## config.mk

```make
export PLATFORM = sky130hd
export DESIGN_NAME = sir_status_block
export DESIGN_NICKNAME = d
export VERILOG_FILES = /design/src/rtl/sir_pkg.sv /design/src/rtl/sir_event_capture.sv /design/src/rtl/sir_host_regs.sv /design/src/rtl/sir_irq_gen.sv /design/src/rtl/sir_status_block.sv
export SDC_FILE = /design/constraint.sdc
export NUM_CORES = 1
export LEC_CHECK = 0
export BUFFER_PORTS_ARGS = -buffer_cell sky130_fd_sc_hd__buf_2
export CAP_MARGIN = 20
export CORE_UTILIZATION = 49
export DETAILED_ROUTE_END_ITERATION = 6
export GPL_TIMING_DRIVEN = 0
export MAX_ROUTING_LAYER = met4
export PLACE_DENSITY_LB_ADDON = 0.2
export REMOVE_ABC_BUFFERS = 1
export SLEW_MARGIN = 5
export SYNTH_ARGS = -nofsm -noshare
export SYNTH_HDL_FRONTEND = slang
export SYNTH_SLANG_ARGS = --single-unit
```

## constraint.sdc

```tcl
create_clock -name clk -period 1.5 [get_ports clk]
set_clock_uncertainty 0.15 [all_clocks]
set_input_delay 0.075 -clock clk [delete_from_list [all_inputs] [get_ports clk]]
set_output_delay 0.075 -clock clk [all_outputs]
set_load 0.01 [all_outputs]
```

## src/rtl/sir_pkg.sv

```systemverilog
package sir_pkg;
  localparam int unsigned SIR_ADDR_W = 2;

  typedef enum logic [SIR_ADDR_W-1:0] {
    SIR_REG_STATUS = 2'd0,
    SIR_REG_MASK   = 2'd1,
    SIR_REG_SRCEN  = 2'd2,
    SIR_REG_NONE   = 2'd3
  } sir_reg_e;
endpackage

```

## src/rtl/sir_event_capture.sv

```systemverilog
module sir_event_capture #(
  parameter int unsigned NUM_SRC = 16
) (
  input  logic               clk,
  input  logic               rst_n,
  input  logic [NUM_SRC-1:0] evt,
  input  logic [NUM_SRC-1:0] src_en,
  input  logic               rd_clr,
  output logic [NUM_SRC-1:0] status_q
);
  logic [NUM_SRC-1:0] evt_gated;
  logic [NUM_SRC-1:0] status_d;

  function automatic logic [NUM_SRC-1:0] f_next_status(
    input logic [NUM_SRC-1:0] cur,
    input logic [NUM_SRC-1:0] hits,
    input logic               clr
  );
    logic [NUM_SRC-1:0] kept;
    kept = clr ? '0 : cur;
    return kept | hits;
  endfunction

  always_comb evt_gated = evt & src_en;
  always_comb status_d  = f_next_status(status_q, evt_gated, rd_clr);

  always_ff @(posedge clk or negedge rst_n) begin
    if (!rst_n) status_q <= '0;
    else        status_q <= status_d;
  end

  // without a read, no captured bit drops
  assert_sticky_R1: assert property (@(posedge clk) disable iff (!rst_n)
    !rd_clr |=> ((status_q & $past(status_q)) == $past(status_q)));

  // after a read only bits hit in that cycle survive
  assert_clear_on_read_R2: assert property (@(posedge clk) disable iff (!rst_n)
    rd_clr |=> ((status_q & ~$past(evt & src_en)) == '0));

  // an enabled event is never lost, even under a clearing read
  assert_event_kept_R3: assert property (@(posedge clk) disable iff (!rst_n)
    (|(evt & src_en)) |=> ((status_q & $past(evt & src_en)) == $past(evt & src_en)));

  // a bit only rises when its source fired while enabled
  assert_no_disabled_rise_R8: assert property (@(posedge clk) disable iff (!rst_n)
    1'b1 |=> ((status_q & ~$past(status_q) & ~$past(evt & src_en)) == '0));
endmodule

```

## src/rtl/sir_host_regs.sv

```systemverilog
module sir_host_regs
  import sir_pkg::*;
#(
  parameter int unsigned NUM_SRC = 16
) (
  input  logic                  clk,
  input  logic                  rst_n,
  input  logic                  wr_en,
  input  logic                  rd_en,
  input  logic [SIR_ADDR_W-1:0] addr,
  input  logic [NUM_SRC-1:0]    wdata,
  input  logic [NUM_SRC-1:0]    status_q,
  output logic [NUM_SRC-1:0]    mask_q,
  output logic [NUM_SRC-1:0]    srcen_q,
  output logic                  rd_clr,
  output logic [NUM_SRC-1:0]    rdata_q
);
  logic wr_mask;
  logic wr_srcen;
  logic [NUM_SRC-1:0] rd_mux;

  function automatic logic [NUM_SRC-1:0] f_read_sel(
    input logic [SIR_ADDR_W-1:0] a,
    input logic [NUM_SRC-1:0]    st,
    input logic [NUM_SRC-1:0]    mk,
    input logic [NUM_SRC-1:0]    en
  );
    case (sir_reg_e'(a))
      SIR_REG_STATUS: return st;
      SIR_REG_MASK:   return mk;
      SIR_REG_SRCEN:  return en;
      default:        return '0;
    endcase
  endfunction

  always_comb begin
    wr_mask  = wr_en && (sir_reg_e'(addr) == SIR_REG_MASK);
    wr_srcen = wr_en && (sir_reg_e'(addr) == SIR_REG_SRCEN);
    rd_clr   = rd_en && (sir_reg_e'(addr) == SIR_REG_STATUS);
    rd_mux   = f_read_sel(addr, status_q, mask_q, srcen_q);
  end

  always_ff @(posedge clk or negedge rst_n) begin
    if (!rst_n) begin
      mask_q  <= '1;
      srcen_q <= '1;
      rdata_q <= '0;
    end else begin
      if (wr_mask)  mask_q  <= wdata;
      if (wr_srcen) srcen_q <= wdata;
      if (rd_en)    rdata_q <= rd_mux;
    end
  end

  // a mask write lands on the next edge
  assert_mask_write_R5: assert property (@(posedge clk) disable iff (!rst_n)
    (wr_en && addr == SIR_REG_MASK) |=> (mask_q == $past(wdata)));

  // an enable write lands on the next edge
  assert_srcen_write_R8: assert property (@(posedge clk) disable iff (!rst_n)
    (wr_en && addr == SIR_REG_SRCEN) |=> (srcen_q == $past(wdata)));

  // read data holds between read strobes
  assert_rdata_hold_R2: assert property (@(posedge clk) disable iff (!rst_n)
    !rd_en |=> $stable(rdata_q));
endmodule

```

## src/rtl/sir_irq_gen.sv

```systemverilog
module sir_irq_gen #(
  parameter int unsigned NUM_SRC = 16
) (
  input  logic               clk,
  input  logic               rst_n,
  input  logic [NUM_SRC-1:0] status_q,
  input  logic [NUM_SRC-1:0] mask_q,
  input  logic               cfg_mode,
  output logic               pending,
  output logic               irq_host_n,
  output logic               irq_local_n
);
  function automatic logic f_any_unmasked(
    input logic [NUM_SRC-1:0] st,
    input logic [NUM_SRC-1:0] mk
  );
    return |(st & ~mk);
  endfunction

  always_comb pending = f_any_unmasked(status_q, mask_q);

  always_ff @(posedge clk or negedge rst_n) begin
    if (!rst_n) begin
      irq_host_n  <= 1'b1;
      irq_local_n <= 1'b1;
    end else begin
      irq_host_n  <= ~pending;
      irq_local_n <= ~(pending & cfg_mode);
    end
  end

  // an unmasked set bit pulls the host line low next cycle
  assert_host_low_R6: assert property (@(posedge clk) disable iff (!rst_n)
    pending |=> !irq_host_n);

  // nothing unmasked, host line high
  assert_host_high_R6: assert property (@(posedge clk) disable iff (!rst_n)
    !pending |=> irq_host_n);

  // local line stays high outside configuration mode
  assert_local_gated_R7: assert property (@(posedge clk) disable iff (!rst_n)
    !cfg_mode |=> irq_local_n);

  // local line never low while host line is high
  assert_local_implies_host_R7: assert property (@(posedge clk) disable iff (!rst_n)
    !irq_local_n |-> !irq_host_n);
endmodule

```

## src/rtl/sir_status_block.sv

```systemverilog
module sir_status_block
  import sir_pkg::*;
#(
  parameter int unsigned NUM_SRC = 16
) (
  input  logic                  clk,
  input  logic                  rst_n,
  input  logic                  cfg_mode,
  input  logic [NUM_SRC-1:0]    evt,
  input  logic                  wr_en,
  input  logic                  rd_en,
  input  logic [SIR_ADDR_W-1:0] addr,
  input  logic [NUM_SRC-1:0]    wdata,
  output logic [NUM_SRC-1:0]    rdata,
  output logic                  irq_host_n,
  output logic                  irq_local_n
);
  logic [NUM_SRC-1:0] status_q;
  logic [NUM_SRC-1:0] mask_q;
  logic [NUM_SRC-1:0] srcen_q;
  logic               rd_clr;
  logic               pending;

  sir_host_regs #(.NUM_SRC(NUM_SRC)) u_regs (
    .clk      (clk),
    .rst_n    (rst_n),
    .wr_en    (wr_en),
    .rd_en    (rd_en),
    .addr     (addr),
    .wdata    (wdata),
    .status_q (status_q),
    .mask_q   (mask_q),
    .srcen_q  (srcen_q),
    .rd_clr   (rd_clr),
    .rdata_q  (rdata)
  );

  sir_event_capture #(.NUM_SRC(NUM_SRC)) u_cap (
    .clk      (clk),
    .rst_n    (rst_n),
    .evt      (evt),
    .src_en   (srcen_q),
    .rd_clr   (rd_clr),
    .status_q (status_q)
  );

  sir_irq_gen #(.NUM_SRC(NUM_SRC)) u_irq (
    .clk         (clk),
    .rst_n       (rst_n),
    .status_q    (status_q),
    .mask_q      (mask_q),
    .cfg_mode    (cfg_mode),
    .pending     (pending),
    .irq_host_n  (irq_host_n),
    .irq_local_n (irq_local_n)
  );

  // a write aimed at the status word changes no bit except through events or reads
  assert_status_write_ignored_R10: assert property (@(posedge clk) disable iff (!rst_n)
    (wr_en && addr == SIR_REG_STATUS && !rd_clr && evt == '0) |=> $stable(status_q));
endmodule

```

Word-level counts from Yosys, hierarchy flattened
Index checks and enable logic that the tools add are counted.

operators by class
  equal/unequal tests = 2
  mux-type cells = 2
  bitwise logic cells = 7
  reduce and logical (&&, ||, !) cells = 5

operator list
  operator                                             count
  one-hot mux 16 bit (3 select lines)                  1
  bitwise AND 16 bit                                   2
  2-to-1 mux 16 bit                                    1
  NOT 16 bit                                           1
  OR 16 bit                                            1
  OR reduction 16 bit                                  1
  logical AND 1 bit                                    3
  equality test 2 x 1 -> 1 bit, second input constant  1
  equality test 2 bit, second input constant           1
  zero test 2 bit                                      1
  NOT 1 bit                                            2
  bitwise AND 1 bit                                    1

storage, ports and cells
  register bits = 66
  input bits = 39
  output and inout port bits = 18
  word-level logic and storage cells = 22

Longest topological paths before layout
Gate-level depths: netlist (run 1).

  depth in word-level cells = 5
  gate-level depth with buffers = 6
  gate-level depth less buffers = 4

Hierarchy
Synthesis (run 1) repeated with hierarchy kept, for this count alone.

unflattened totals
  cell total of the unflattened synthesis = 252
  area total of the unflattened synthesis = 3194.3 um^2

by module, submodules not included
  module             times used  cells an instance  area an instance (um^2)  sequential area each (um^2)
  sir_host_regs      1           162                2321.0                   1241.2
  sir_event_capture  1           65                 649.4                    400.4
  sir_irq_gen        1           25                 224.0                    52.6

Worst setup path after synthesis (run 1)
Ideal clock, no wire load.

  path type = flip-flop to flip-flop
  from = reg u_regs.mask_q[8]
  to = reg u_irq.irq_local_n
  library setup time = 0.097 ns
  data arrival time = 1.389 ns
  required time = 1.253 ns
  slack = -0.136 ns
  stages on the path, launching flop included = 5
  buffers on the path = 0
  clock period less this slack = 1.636 ns
  cell sequence = dfstp_2 > nor2b_4 > a2111oi_4 > o2111ai_1 > o41ai_2

on the way
  word-level cells in the longest chain between the ends = 5

ends and longest elaborated chain
  item                      RTL line             source
  start: declaration        sir_host_regs.sv:13  output logic [NUM_SRC-1:0] mask_q,
  start signal: assignment  sir_host_regs.sv:49  if (wr_mask) mask_q <= wdata;
  NOT 16 bit                sir_irq_gen.sv:17    return |(st & ~mk);
  bitwise AND 16 bit        sir_irq_gen.sv:17
  OR reduction 16 bit       sir_irq_gen.sv:17
  bitwise AND 1 bit         sir_irq_gen.sv:28    irq_local_n <= ~(pending & cfg_mode);
  NOT 1 bit                 sir_irq_gen.sv:28
  end signal: assignment    sir_irq_gen.sv:28
  end: declaration          sir_irq_gen.sv:11    output logic irq_local_n

No other way between the ends.
A chain may end at the register's enable or synchronous reset.

Worst setup path in the final report (run 1)
  from = reg u_regs.mask_q[10]
  to = reg u_irq.irq_local_n

The elaborated chain is that of the path after synthesis.

==> flow_metrics.py, run 1 <==
metrics = {
    "timing": {
        "max_freq_mhz": 623,
        "worst_slack_ns": -0.106,
        "final.period_utilization": 1.07,
        "tightest_slew_ns": 0.809,
        "maxSlewHeadroom": 0.461,
        "whs_ns": 0.137,
        "rsz0062_at_grt": "yes",
        "finalHoldViolations": 0,
        "finalSetupViolations": 2,
        "tns_ns": -0.207,
        "slew_viol_final": 0,
        "fin_crit_ns": 1.61,
    },
    "pwr": {
        "p_clk_frac": 0.314,
        "pwr-share-seq": 0.493,
        "p_total_mw": 5.00,
        "switching_power_mw": 1.31,
        "power.leakage_nw": 1.76,
        "comb_power_share": 0.193,
        "irDropWorstVdd_uv": 902,
        "p_per_area_nw_per_um2": 1310,
        "intPower_mw": 3.69,
        "p_sw_frac": 0.262,
    },
    "clock_tree": {
        "htreeDepth": 3,
        "root_buffer": "clkbuf_8",
        "path_clk_slew_ns": 0.07,
        "clock_sinks": 66,
        "numCtsBuffers": 9,
        "clk_latency_ns": 0.34,
        "cts_tree": "built",
        "clockBufferDepth": 2,
    },
    "setup_path": {
        "critPathBufInv": 0,
        "crit_path_start_kind": "flop",
        "cp_top_family": "compound AO/OA/AOI/OAI gates",
        "setup.worst_path.end_class": "flop",
        "crit_type": "flop to flop",
        "slowest_stage": "dfstp_2",
        "path_max_fanout": 2,
        "critPathArrivalTime_ns": 1.70,
        "cp.required_ns": 1.59,
        "cp_slowest_stage_delay_ns": 0.54,
        "path_cells": "nor2b_2 -> a2111oi_4 -> o2111ai_2 -> o41ai_2",
    },
    "routing": {
        "wl_met1_microns": 2860,
        "ant_nets": 0,
        "vias_per_cell": 5.29,
        "top_layer_used": "met4",
        "avgRoutedWirePerCell_microns": 15.8,
        "drt_iter0_drc": 93,
        "dr_total_vias": 2142,
        "wl_met3_microns": 314,
        "drc": 0,
        "dr_wl_met2_microns": 3100,
        "dr.pass1.iters": 5,
        "wirelength_microns": 6390,
    },
    "die": {
        "num_io_pins": 57,
        "coreArea_sq_um": 5610,
        "die_w_microns": 79.2,
        "start_util": 0.520,
        "die_height_microns": 79.2,
        "die_area_sq_um": 6270,
        "core.rowCount": 27,
    },
    "outcome": {
        "status": "finished with violations",
        "violations": "setup timing",
    },
    "global_routing": {
        "antenna_found_initial": 0,
        "track_usage": 0.230,
        "first_global_vias": 2095,
        "grt_max_degree": 67,
        "grt_overflow": 0,
        "grt_pass1_wl_microns": 10200,
    },
    "synthesis": {
        "synth_edf_count": 0,
        "yosys-top-cells-area": "dfstp_2 31%, dfrtp_1 27%, mux2_2 12%",
        "async_flop_share": 1.00,
        "yosysUniqueCellTypes": 24,
        "yosysWarnings": 0,
        "syn_avg_cell_area_sq_um": 12.3,
        "ys_ff_latch": 66,
        "syn_area_sq_um": 2920,
        "ys_seq_area_frac": 0.581,
        "synth_ff_type": "dfstp_2",
        "post-synth-top-area-cell": "dfstp_2",
        "synth_top_area_frac": 0.306,
        "synthCells": 237,
    },
    "final_layout": {
        "multiInputGateArea_sq_um": 1150,
        "mostFrequentLayoutCell": "buf_2",
        "areaGrowthSynthToFinish_pct": 31.2,
        "drive_gt1_frac": 0.441,
        "design_area_sq_um": 3830,
        "nNetsFinal": 367,
        "layout_common_cells": "54 x buf_2, 34 x a21oi_1, 34 x dlygate4sd3_1, 34 x dfstp_2, 33 x nor2_1",
        "instances_no_fill": 405,
        "regArea_sq_um": 1690,
        "num_antenna_cells": 0,
        "fill_cells": 442,
    },
    "placement": {
        "gp_congestion": 0.729,
        "dp_hpwl_microns": 3730,
        "place_area_sq_um": 3230,
        "placedCellCount": 353,
        "port_buffers": 56,
    },
    "min_path": {
        "hold_class": "input pin to flop",
    },
    "run": {
        "cap_viol_max_count": 0,
    },
}
## cells in the mapped netlist (all sizes together) (6+ instances only)
cell,count
buf,7
clkbuf,6
a22o,16
nor2,33
a21oi,34
dfrtp,32
dfstp,34
inv,10
mux2i,16
nor2b,6
mux2,32
## cells by family (layout without fill, tap and decap cells)
logic type      count (synthesis)  after routing  synth area share
buf+inv                        23            119            0.0382
compound gates                 56             56             0.132
mux                            48             48             0.178
simple gates                   44             44            0.0712
flops                          66             66             0.581
## registers in the layout (all words and copies together), names as in the netlist
| name | flops |
|---|---|
| u_cap.status_q | 16 |
| u_regs.mask_q | 16 |
| u_regs.rdata_q | 16 |
| u_regs.srcen_q | 16 |
| u_irq.irq_host_n | 1 |
| u_irq.irq_local_n | 1 |
## worst paths after layout
path	from	to	slack, ns	cells past startpoint
max	u_regs.mask_q[10]$_DFFE_PN1P_	u_irq.irq_local_n$_DFF_PN1_	-0.11	4
max in group asynchronous	rst_n	u_cap.status_q[1]$_DFF_PN0_	0.45	2
max reg2reg	u_regs.mask_q[10]$_DFFE_PN1P_	u_irq.irq_local_n$_DFF_PN1_	-0.11	4
min	rd_en	u_regs.rdata_q[5]$_DFFE_PN0P_	0.14	2
min reg2reg	u_regs.rdata_q[11]$_DFFE_PN0P_	u_regs.rdata_q[11]$_DFFE_PN0P_	0.37	2
min in group asynchronous	rst_n	u_regs.rdata_q[5]$_DFFE_PN0P_	0.22	2
## layer usage
metal | vias up | track usage
li1 | 1017 | -
met1 | 1043 | 0.285
met2 | 71 | 0.365
met3 | 11 | 0.0655
met4 | 0 | 0.0727
met5 | - | -
## worst reg2reg max path: cells and delay by family, from the launching register on
kind / cells / cell delay, ns
DFF: 1 / 0.54
and+or+nand+nor: 1 / 0.05
AOI/OAI and AO/OA: 3 / 0.78
## timing repair
action                                  in CTS  in global routing
buffers inserted                             2                  0
hold buffers                                34                  0
hold endpoints to repair                    81                  0
endpoints found under the setup margin      18                 34
gates cloned                                 0                  0
pin swaps                                    4                  1
gates resized for setup                      4                  3
## stage by stage
step,utilization,setup slack [ns]
floorplan,-,-0.136
global placement,0.573,-1.28
detailed placement,0.577,-0.408
CTS,0.680,-0.149
global route,0.683,-0.191
finish,0.683,-0.106
## power groups by stage
stage / registers (mW) / logic [mW] / clock network (mW)
finish: 2.47 / 0.965 / 1.57
global route: 2.51 / 1.07 / 1.68
CTS: 2.46 / 0.968 / 1.61
detailed placement: 2.49 / 0.864 / 0
global placement: 2.47 / 0.836 / 0
floorplan: 2.47 / 0.542 / 0
## cell type report
class	count	share of cell area
Sequential cell	66	0.443
Multi-Input combinational cell	148	0.299
Timing Repair Buffer	93	0.171
Clock buffer	13	0.0363
Tap cell	72	0.0235
Clock inverter	3	0.0170
Inverter	10	0.00981
Power figures use the tool's default switching activity.
==> inputs of run 2 (changes only) <==
--- a/config.mk
+++ b/config.mk
@@ -7,7 +7,7 @@
 export LEC_CHECK = 0
 export BUFFER_PORTS_ARGS = -buffer_cell sky130_fd_sc_hd__buf_2
 export CAP_MARGIN = 20
-export CORE_UTILIZATION = 49
+export CORE_UTILIZATION = 50
 export DETAILED_ROUTE_END_ITERATION = 6
 export GPL_TIMING_DRIVEN = 0
 export MAX_ROUTING_LAYER = met4
@@ -16,4 +16,5 @@
 export SLEW_MARGIN = 5
 export SYNTH_ARGS = -nofsm -noshare
 export SYNTH_HDL_FRONTEND = slang
+export SYNTH_HIERARCHICAL = 1
 export SYNTH_SLANG_ARGS = --single-unit
==> run 2 against run 1 <==
  * The run now ends clean
  * Non-clock buffer count fell by 1
  * Core utilization is 1.0 points lower
  * Sequential cell count is the same
  * Count of clock-buffer cells in the layout rose by 1
  * Worst hold slack better by 0.042 ns
  * Register-to-register slack improved by 0.15 ns
  * First-iteration DRC count up 13%
  * Combinational power grew 14%
  * Synthesized cell count grew 6.3%
  * Largest cell class unchanged
==> flow_metrics.py, run 2 <==
metrics = {
    "clock_tree": {
        "clk_latency_ns": 0.33,
        "clock_sinks": 66,
        "htreeDepth": 3,
        "numCtsBuffers": 9,
        "cts_tree": "built",
        "clockBufferDepth": 2,
        "path_clk_slew_ns": 0.07,
        "root_buffer": "clkbuf_8",
    },
    "die": {
        "start_util": 0.530,
        "num_io_pins": 57,
        "core.rowCount": 28,
        "die_area_sq_um": 6710,
        "die_w_microns": 81.9,
        "die_height_microns": 81.9,
        "coreArea_sq_um": 6030,
    },
    "run": {
        "cap_viol_max_count": 0,
    },
    "placement": {
        "port_buffers": 56,
        "placedCellCount": 370,
        "place_area_sq_um": 3490,
        "dp_hpwl_microns": 4010,
        "gp_congestion": 0.727,
        "pre_cts_ws_ns": -0.405,
    },
    "synthesis": {
        "yosysMostFrequentCell": "inv_1",
        "synthCells": 252,
        "synthXorXnorAreaFrac": 0,
        "ys_ff_latch": 66,
        "ys_seq_area_frac": 0.530,
        "syn_avg_cell_area_sq_um": 12.7,
        "synth_ff_type": "dfstp_2",
        "synth-simple-area-share": 0.108,
        "synthAdderAreaFrac": 0,
        "async_flop_share": 1.00,
        "syn_area_sq_um": 3190,
        "yosys-top-cells-area": "dfstp_2 28%, dfrtp_1 25%, mux2_4 9.4%",
        "post-synth-top-area-cell": "dfstp_2",
        "synth_edf_count": 0,
        "synth_compound_area_frac": 0.0995,
        "yosysUniqueCellTypes": 23,
        "synth_top_family_by_area": "multiplexers",
        "synth_top_cells_by_count": "36 x inv_1, 34 x dfstp_2, 32 x dfrtp_1",
        "synthMuxAreaShare": 0.186,
        "synth_top_area_frac": 0.280,
        "yosysWarnings": 6,
    },
    "pwr": {
        "pwr-share-seq": 0.512,
        "p_total_mw": 4.88,
        "comb_power_share": 0.226,
        "power.leakage_nw": 1.93,
        "irDropWorstVdd_uv": 720,
        "intPower_mw": 3.52,
        "p_per_area_nw_per_um2": 1200,
        "p_clk_frac": 0.262,
        "p_sw_frac": 0.278,
        "switching_power_mw": 1.36,
    },
    "global_routing": {
        "track_usage": 0.234,
        "grt_overflow": 0,
        "first_global_vias": 2246,
        "grt_max_degree": 67,
        "grt_pass1_wl_microns": 11000,
        "antenna_found_initial": 0,
    },
    "final_layout": {
        "mostFrequentLayoutCell": "buf_2",
        "nNetsFinal": 379,
        "num_antenna_cells": 0,
        "design_area_sq_um": 4050,
        "multiInputGateArea_sq_um": 1310,
        "drive_gt1_frac": 0.455,
        "fill_cells": 483,
        "layout_common_cells": "53 x buf_2, 36 x inv_1, 34 x dlygate4sd3_1, 34 x dfstp_2, 32 x dfrtp_1",
        "regArea_sq_um": 1690,
        "instances_no_fill": 418,
        "areaGrowthSynthToFinish_pct": 26.8,
    },
    "min_path": {
        "hold_path.startpoint": "addr[0]",
        "min_to": "u_regs/rdata_q[14]$_DFFE_PN0P_",
        "holdPathStages": 3,
        "hold_class": "input pin to flop",
    },
    "routing": {
        "wirelength_microns": 6800,
        "drt_iter0_drc": 105,
        "vias_per_cell": 5.25,
        "dr.pass1.iters": 4,
        "avgRoutedWirePerCell_microns": 16.3,
        "dr_total_vias": 2194,
        "ant_nets": 0,
        "drc": 0,
    },
    "setup_path": {
        "cp_slowest_stage_delay_ns": 0.55,
        "slowest_stage": "dfstp_2",
        "path_max_fanout": 3,
        "timing.rr.end": "u_irq/irq_local_n$_DFF_PN1_",
        "setup.worst_path.end_class": "flop",
        "cp.required_ns": 1.62,
        "critPathArrivalTime_ns": 1.58,
        "r2r_setup_slack_ns": 0.04,
        "crit_type": "flop to flop",
        "cp_top_family": "flip-flops",
        "path_cells": "nor2b_2 -> a2111oi_4 -> nand4_1 -> nand2_1",
        "critPathBufInv": 0,
        "rr_startpoint": "u_regs/mask_q[2]$_DFFE_PN1P_",
        "reg2reg_depth": 4,
        "crit_path_start_kind": "flop",
    },
    "timing": {
        "tightest_slew_ns": 0.833,
        "finalSetupViolations": 0,
        "worst_slack_ns": 0.0441,
        "fin_crit_ns": 1.46,
        "maxSlewHeadroom": 0.445,
        "max_freq_mhz": 687,
        "slew_viol_final": 0,
        "final.period_utilization": 0.971,
        "rsz0062_at_grt": "yes",
        "finalHoldViolations": 0,
    },
    "outcome": {
        "status": "complete, no violations",
    },
}
==> run 2: power groups by stage <==
stage | clock, mW | sequential (mW) | combinational (mW)
final | 1.28 | 2.50 | 1.10
after global routing | 1.40 | 2.55 | 1.21
after CTS | 1.32 | 2.49 | 1.08
after detailed placement | 0 | 2.52 | 0.977
after global placement | 0 | 2.51 | 0.945
after floorplan | 0 | 2.49 | 0.629
==> run 2: worst register-to-register path, stage by stage, from the launching register on <==
cell and delay (ns):
dfstp_2 0.55, nor2b_2 0.06, a2111oi_4 0.36, nand4_1 0.18
nand2_1 0.10
==> run 2: cell type report <==
cell class | instances | share of cell area
Inverter | 37 | 0.0343
Multi-Input combinational cell | 134 | 0.324
Sequential cell | 66 | 0.418
Tap cell | 75 | 0.0232
Clock buffer | 14 | 0.0402
Timing Repair Buffer | 92 | 0.160
==> run 2: cell families after synthesis <==
family,count (synthesis)
muxes,48
and+or+nand+nor,50
DFF,66
AOI/OAI and AO/OA,36
buffers and inverters,52
==> run 2: stage by stage <==
stage / util / setup TNS, ns / hold slack, ns
after floorplan: - / -7.19 / -0.371
after global placement: 0.575 / -50.29 / 0.0520
after detailed placement: 0.580 / -19.79 / 0.0589
after CTS: 0.669 / -0.00212 / 0.167
after global routing: 0.672 / -0.0338 / 0.186
final: 0.672 / 0 / 0.179
==> run 2: how the worst max path moves through the flow <==
stage / startpoint / endpoint / slack, ns / depth (start not counted)
CTS: u_regs/mask_q[6]$_DFFE_PN1P_ / u_irq/irq_local_n$_DFF_PN1_ / -0.002 / 4
detailed placement: rd_en / u_cap/status_q[0]$_DFF_PN0_ / -0.41 / 4
finish: u_regs/mask_q[2]$_DFFE_PN1P_ / u_irq/irq_local_n$_DFF_PN1_ / 0.04 / 4
global placement: rd_en / u_cap/status_q[3]$_DFF_PN0_ / -2.31 / 3
global route: u_regs/mask_q[2]$_DFFE_PN1P_ / u_irq/irq_local_n$_DFF_PN1_ / -0.02 / 4
floorplan: addr[0] / u_cap/status_q[0]$_DFF_PN0_ / -0.55 / 2
==> run 2: layer usage <==
layer / GRT usage / part of all wire / vias to the layer above
li1: - / - / 1052
met1: 0.292 / 0.48 / 1080
met2: 0.374 / 0.47 / 49
met3: 0.0400 / 0.032 / 13
met4: 0.105 / 0.018 / 0
met5: - / 0 / -
==> run 2: what timing repair did <==
action | CTS | global route
resized for setup | 4 | 4
setup buffers | 0 | 0
pin swaps | 0 | 4
hold buffers | 34 | 0
setup endpoints to repair | 11 | 19
hold endpoints to repair | 81 | 0
